### src/rtl/half_widen.sv
module half_widen #(
  parameter int HW = 16,
  parameter int EW = 5,
  parameter int SW = 32,
  parameter int SEW = 8
) (
  input  logic          clk,
  input  logic          rst,
  input  logic          in_valid,
  input  logic          ieee_mode,
  input  logic [HW-1:0] in_half,
  output logic          out_valid,
  output logic [SW-1:0] out_word
);
  localparam int MW  = HW - 1 - EW;
  localparam int SMW = SW - 1 - SEW;
  localparam int REB = (1 << (SEW-1)) - (1 << (EW-1));
  localparam int CW  = $clog2(MW + 1);

  logic          sgn;
  logic [EW-1:0] ex;
  logic [MW-1:0] fr;
  assign sgn = in_half[HW-1];
  assign ex  = in_half[HW-2:MW];
  assign fr  = in_half[MW-1:0];

  logic [CW-1:0] lz;
  always_comb begin
    lz = CW'(MW);
    for (int i = 0; i < MW; i++)
      if (fr[i]) lz = CW'(MW - 1 - i);
  end

  logic [MW-1:0]  nfr;
  logic [SEW-1:0] nex;
  logic [SW-1:0]  res;
  always_comb begin
    nfr = fr;
    nex = SEW'(ex) + SEW'(REB);
    if (ex == '0) begin
      if (fr == '0) begin
        nex = '0;
      end else begin
        nfr = fr << (lz + 1'b1);
        nex = SEW'(REB) - SEW'(lz);
      end
    end else if (&ex && ieee_mode) begin
      nex = '1;
    end
    res = {sgn, nex, nfr, {(SMW-MW){1'b0}}};
  end

  always_ff @(posedge clk) begin
    if (rst) begin
      out_valid <= 1'b0;
      out_word  <= '0;
    end else begin
      out_valid <= in_valid;
      if (in_valid) out_word <= res;
    end
  end

  AST_SIGN_COPY: assert property (@(posedge clk) disable iff (rst)
    in_valid |=> out_word[SW-1] == $past(in_half[HW-1]));
  AST_LOW_ZERO: assert property (@(posedge clk) disable iff (rst)
    out_valid |-> out_word[SMW-MW-1:0] == '0);
  AST_SUBN_NORMAL: assert property (@(posedge clk) disable iff (rst)
    (in_valid && ex == '0 && fr != '0) |=> (out_word[SW-2:SMW] != '0 && out_word[SW-2:SMW] <= SEW'(REB)));
  AST_IEEE_SPECIAL: assert property (@(posedge clk) disable iff (rst)
    (in_valid && ieee_mode && &ex) |=> &out_word[SW-2:SMW]);
  AST_ALT_FINITE: assert property (@(posedge clk) disable iff (rst)
    (in_valid && !ieee_mode) |=> !(&out_word[SW-2:SMW]));
  AST_VALID_LAT: assert property (@(posedge clk) disable iff (rst)
    out_valid == $past(in_valid));
  AST_HOLD: assert property (@(posedge clk) disable iff (rst)
    !in_valid |=> $stable(out_word));
  AST_RESET_CLR: assert property (@(posedge clk)
    rst |=> (!out_valid && out_word == '0));
endmodule

### config.mk
export PLATFORM = sky130hd
export DESIGN_NAME = half_widen
export DESIGN_NICKNAME = d
export VERILOG_FILES = /design/src/rtl/half_widen.sv
export SDC_FILE = /design/constraint.sdc
export NUM_CORES = 1
export LEC_CHECK = 0
export BUFFER_PORTS_ARGS = -buffer_cell sky130_fd_sc_hd__buf_2
export CAP_MARGIN = 20
export CORE_ASPECT_RATIO = 1.4
export CORE_UTILIZATION = 38
export CTS_CLUSTER_SIZE = 16
export DETAILED_ROUTE_END_ITERATION = 8
export PLACE_DENSITY_LB_ADDON = 0.15
export SLEW_MARGIN = 20
export SYNTH_ARGS = -nofsm -noshare
export SYNTH_HDL_FRONTEND = slang
export SYNTH_SLANG_ARGS = --single-unit
### constraint.sdc
create_clock -name clk -period 7.1 [get_ports clk]
set_input_delay 0 -clock clk [delete_from_list [all_inputs] [get_ports clk]]
set_output_delay 0 -clock clk [all_outputs]
set_load 0.01 [all_outputs]
======== Word level (Yosys, flattened, before mapping) ========
Index checks and enable logic that the tools add are counted.
storage, ports and cells
  output and inout bits ................... 33
  input bits .............................. 20
  logic and storage cells ................. 25
  bits in registers ....................... 20
cells by class
  muxes and demuxes ....................... 15
  shift-type cells ........................ 1
  add/sub/neg operators ................... 3
  reductions and logical operators ........ 4
operator list
  kind                   number
  $mux W4                9
  $mux W8                3
  $mux W10               2
  $logic_not A10 Y1      1
  $shl A10 B4 Y10        1
  $add A5 B7 Y8 const B  1
  $sub A7 B4 Y8 const A  1
  $logic_not A5 Y1       1
  $reduce_and A5 Y1      1
  $add A4 B1 Y4 const B  1
  $mux W2                1
  $logic_and A1 B1 Y1    1

======== Logic depth before layout (Yosys ltp) ========
  depth in word-level cells ............... 14
  gate-level depth with buffers ........... 13
  mapped depth without buffers ............ 11

======== Least setup slack after synthesis ========
OpenSTA, ideal clock, no wires.
  path type ............................... input to register
  from .................................... input port in_half[4]
  to ...................................... register out_word[19]
  required time ........................... 6.963 ns
  setup slack ............................. 4.801 ns
  arrival time ............................ 2.161 ns
  setup time .............................. 0.137 ns
  cell stages on the path ................. 12
  path buffers ............................ 2
  path through ............................ clkbuf_1 nor2_1 a221oi_1 o21ai_1 inv_1 ha_1 clkbuf_2 xor2_4 mux2i_1 a32o_1 a41oi_1 a211oi_1
between the ends
  longest elaborated chain between the ends .. 10
  elaborated cells between the ends (all ways) .. 11
  classes of those cells .................. 1 x add/sub; 1 x shift; 8 x mux; 1 x reduce/logical
RTL lines
  item                  line  text
  from (decl)           11    input logic [HW-1:0] in_half,
  $mux W4 (6 in a row)  31    if (fr[i]) lz = CW'(MW - 1 - i);
  $add A4 B1 Y4         44    nfr = fr << (lz + 1'b1);
  $shl A10 B4 Y10       44
  $mux W10 *            41    if (fr == '0) begin
  $mux W10 *            40    if (ex == '0) begin
  to (signal assigned)  59    if (in_valid) out_word <= res;
  to (decl)             13    output logic [SW-1:0] out_word
Mark *: on every way between the ends. The rest lies on a longest branch, timed or not.
A chain may end at the register's enable or synchronous reset.

======== Worst setup path in the final report ========
  from .................................... input port in_half[1]
  to ...................................... register out_word[18]
between the ends
  longest elaborated chain between the ends .. 13
  elaborated cells between the ends (all ways) .. 14
  classes of those cells .................. 1 x add/sub; 1 x shift; 11 x mux; 1 x reduce/logical
RTL lines
  item                  line
  $mux W4 (9 in a row)  31
  $add A4 B1 Y4         44
  $shl A10 B4 Y10       44
  $mux W10 *            41
  $mux W10 *            40
Marked as above.

==> flow_summary.ini <==
[worst_hold_path]
holdCritPathClass = primary input to register
min_from = in_half[14]

[clock_tree]
ctsRootBufferMaster = clkbuf_8
cts_tree = done
cts_max_path_buffers = 2
cts_setup_buffers = 0
cts_inserted_buffers = 3
clock_latency_ns = 0.25
h-tree-depth = 1
cts_num_sinks = 19
clk_pin_slew_ns = 0.07

[sta]
fmax_mhz = 401
finalSetupTns_ns = 0
slew_headroom_pct = 50.4
min_period_ns = 2.49
skew_ns = 0
grt_setup_unrepaired = false
fin_crit_sh_pct = 35.1
worst_pin_slew_ns = 0.736
finalMaxSlewViolations = 0
setup_viol = 0
hold_violations = 0

[die]
core-area_um2 = 3710
start_util_pct = 40.1
fp.dieW_um = 54.9
die_h_um = 76.1
die-area_um2 = 4180
pin_count = 53
num_rows = 26

[worst_setup_path]
reg2reg_from = out_word[22]$_SDFFE_PP0P_
start_kind = primary input
path_class = primary input to register
cp-end-kind = register
critPathArrivalTime_ns = 2.59
crit_path_start = in_half[1]
worstPathRequired_ns = 7.20
worst-path-max-fanout = 16

[pwr]
ir_worst_vdd_mv = 0.158
p_leak_uw = 0.000747
power_density_nw_per_um2 = 163

[logic_synthesis]
synth.distinct_cells = 45
synth_edf_count = 0
yosys_most_used_dff = dfxtp_1
synthCells = 196
synth_seq_cells = 19
synth_area_um2 = 1490
ys_warn_count = 0
seq_area_frac_synth_pct = 25.5
synth.avg_cell_area_um2 = 7.60
synthArstFlopShare_pct = 0

[placement]
portBuffers = 39
place_congestion = 0.990
dp_hpwl_mm = 2.92
placedInstanceArea_um2 = 1610

[grt]
grt_start_max_net_pins = 38
grt_pass1_wl_mm = 6.35
grt-ovfl-total = 0
grt.total_usage_pct = 19.7
grt_pass1_vias = 1321
antenna_found_initial = 0

[routing]
drtIter0Drc = 76
antenna_left = 0
avgRoutedWirePerCell_um = 14.8
vias = 1490
first_pass_iters = 4
wl_mm = 3.91
drc = 0
via_per_inst = 5.64

[finish]
fillers = 400
fin_util_pct = 45.0
fin_area_um2 = 1670
finalNetCount = 245
syn2layout_area_growth_pct = 12.1
drive_gt1_share_pct = 21.6
insertedDiodeCount = 0

[run_status]
outcome = finished clean

[run]
maxCapViolations = 0
what timing repair did:
action                                  4_1_cts  5_1_grt
hold endpoints to repair                      1        0
hold buffers                                  1        0
endpoints found under the setup margin        0        0
resized for setup                             0        0
worst max-delay path: stages:
cell      delay, ns
buf_2          0.15
nand2b_1       0.15
a221oi_1       0.37
o21ai_1        0.30
ha_1           0.70
inv_1          0.24
o221ai_1       0.13
o21ai_0        0.15
a221oi_1       0.29
a211oi_1       0.11
layout make-up:
| class | count | area (um2) | area share (%) |
|---|---|---|---|
| sequential | 19 | 380 | 22.8 |
| timing repair buffer | 40 | 205 | 12.3 |
| inverter | 8 | 30.0 | 1.80 |
| multi-input combinational | 151 | 956 | 57.3 |
| tap | 42 | 52.6 | 3.15 |
| clock buffer | 4 | 45.0 | 2.70 |
sequential cells by signal, indices dropped and copies added (netlist names):
name       count
out_valid      1
out_word      18
routing by layer:
layer  GRT usage [%]  vias up  wire length, um
li1                -      745                -
met1            27.9      683             1790
met2            29.9       60             1860
met3            2.40        2              227
met4            6.75        0               27
met5               0        -                0
cell usage after synthesis (all sizes together), types with 3 or more instances:
cell     n  area, um2
a221oi   3       26.3
a32oi    4       35.0
or3      4       25.0
a211oi  14        110
a22oi    3       22.5
inv      8       30.0
o211ai   3       22.5
nand2b   4       25.0
nor2b    5       31.3
nor2    29        109
clkbuf  14       53.8
o21ai    8       40.0
mux2i    8       80.1
dfxtp   19        380
nor4     3       18.8
nor3     4       20.0
buf     16        114
o221ai   3       26.3
nand2   11       41.3
a21oi    8       51.3
cell families (layout without fill, tap and decap cells):
| family | after synthesis | after routing | synth area share (%) |
|---|---|---|---|
| mux | 8 | 8 | 5.38 |
| xor+xnor | 3 | 3 | 3.03 |
| compound gates | 59 | 59 | 30.1 |
| buf+inv | 38 | 52 | 13.3 |
| simple gates | 66 | 66 | 20.8 |
| other cells | 1 | 13 | 0.252 |
| fa+ha+maj | 2 | 2 | 1.68 |
| flops | 19 | 19 | 25.5 |
cells in the final DEF (no fill, tap or decap), types with 3 or more instances in the layout:
| master | synthesis | final |
|---|---|---|
| a221oi_1 | 3 | 3 |
| a32oi_1 | 4 | 4 |
| nand2_1 | 11 | 11 |
| a21oi_1 | 7 | 7 |
| o221ai_1 | 3 | 3 |
| nand2b_1 | 4 | 4 |
| or3_1 | 4 | 4 |
| dfxtp_1 | 19 | 19 |
| nor3_1 | 4 | 4 |
| o211ai_1 | 3 | 3 |
| buf_2 | 1 | 39 |
| mux2i_1 | 8 | 8 |
| conb_1 | 1 | 13 |
| nor2b_1 | 5 | 5 |
| a211oi_1 | 13 | 13 |
| o21ai_0 | 7 | 7 |
| clkbuf_8 | 0 | 3 |
| nor2_1 | 29 | 29 |
| inv_1 | 8 | 8 |
| a22oi_1 | 3 | 3 |
| nor4_1 | 3 | 3 |
power by group:
| part | total, uW | internal (uW) | switching (uW) |
|---|---|---|---|
| logic | 82.1 | 30.5 | 51.6 |
| registers | 117 | 114 | 3.37 |
| clock network | 73.0 | 39.8 | 33.3 |
path summary, 6_finish.rpt:
kind / endpoint / slack [ns] / cells past startpoint
min reg2reg: out_word[24]$_SDFFE_PP0P_ / 0.49 / 2
max reg2reg: out_word[22]$_SDFFE_PP0P_ / 6.18 / 3
min: out_word[30]$_SDFFE_PP0P_ / 0.06 / 3
max: out_word[18]$_SDFFE_PP0P_ / 4.61 / 10
per-stage QoR:
step                      power [uW]  hold WS, ns  worst slack [ns]  cells
final                            273       0.0600              4.61    264
after global routing             291        0.102              4.28    264
after CTS                        275       0.0634              4.59    264
after detailed placement         201        0.243              4.32    259
after global placement           201        0.243              4.34    259
after floorplan                  181        0.147              4.80    208
Power figures use the tool's default switching activity.
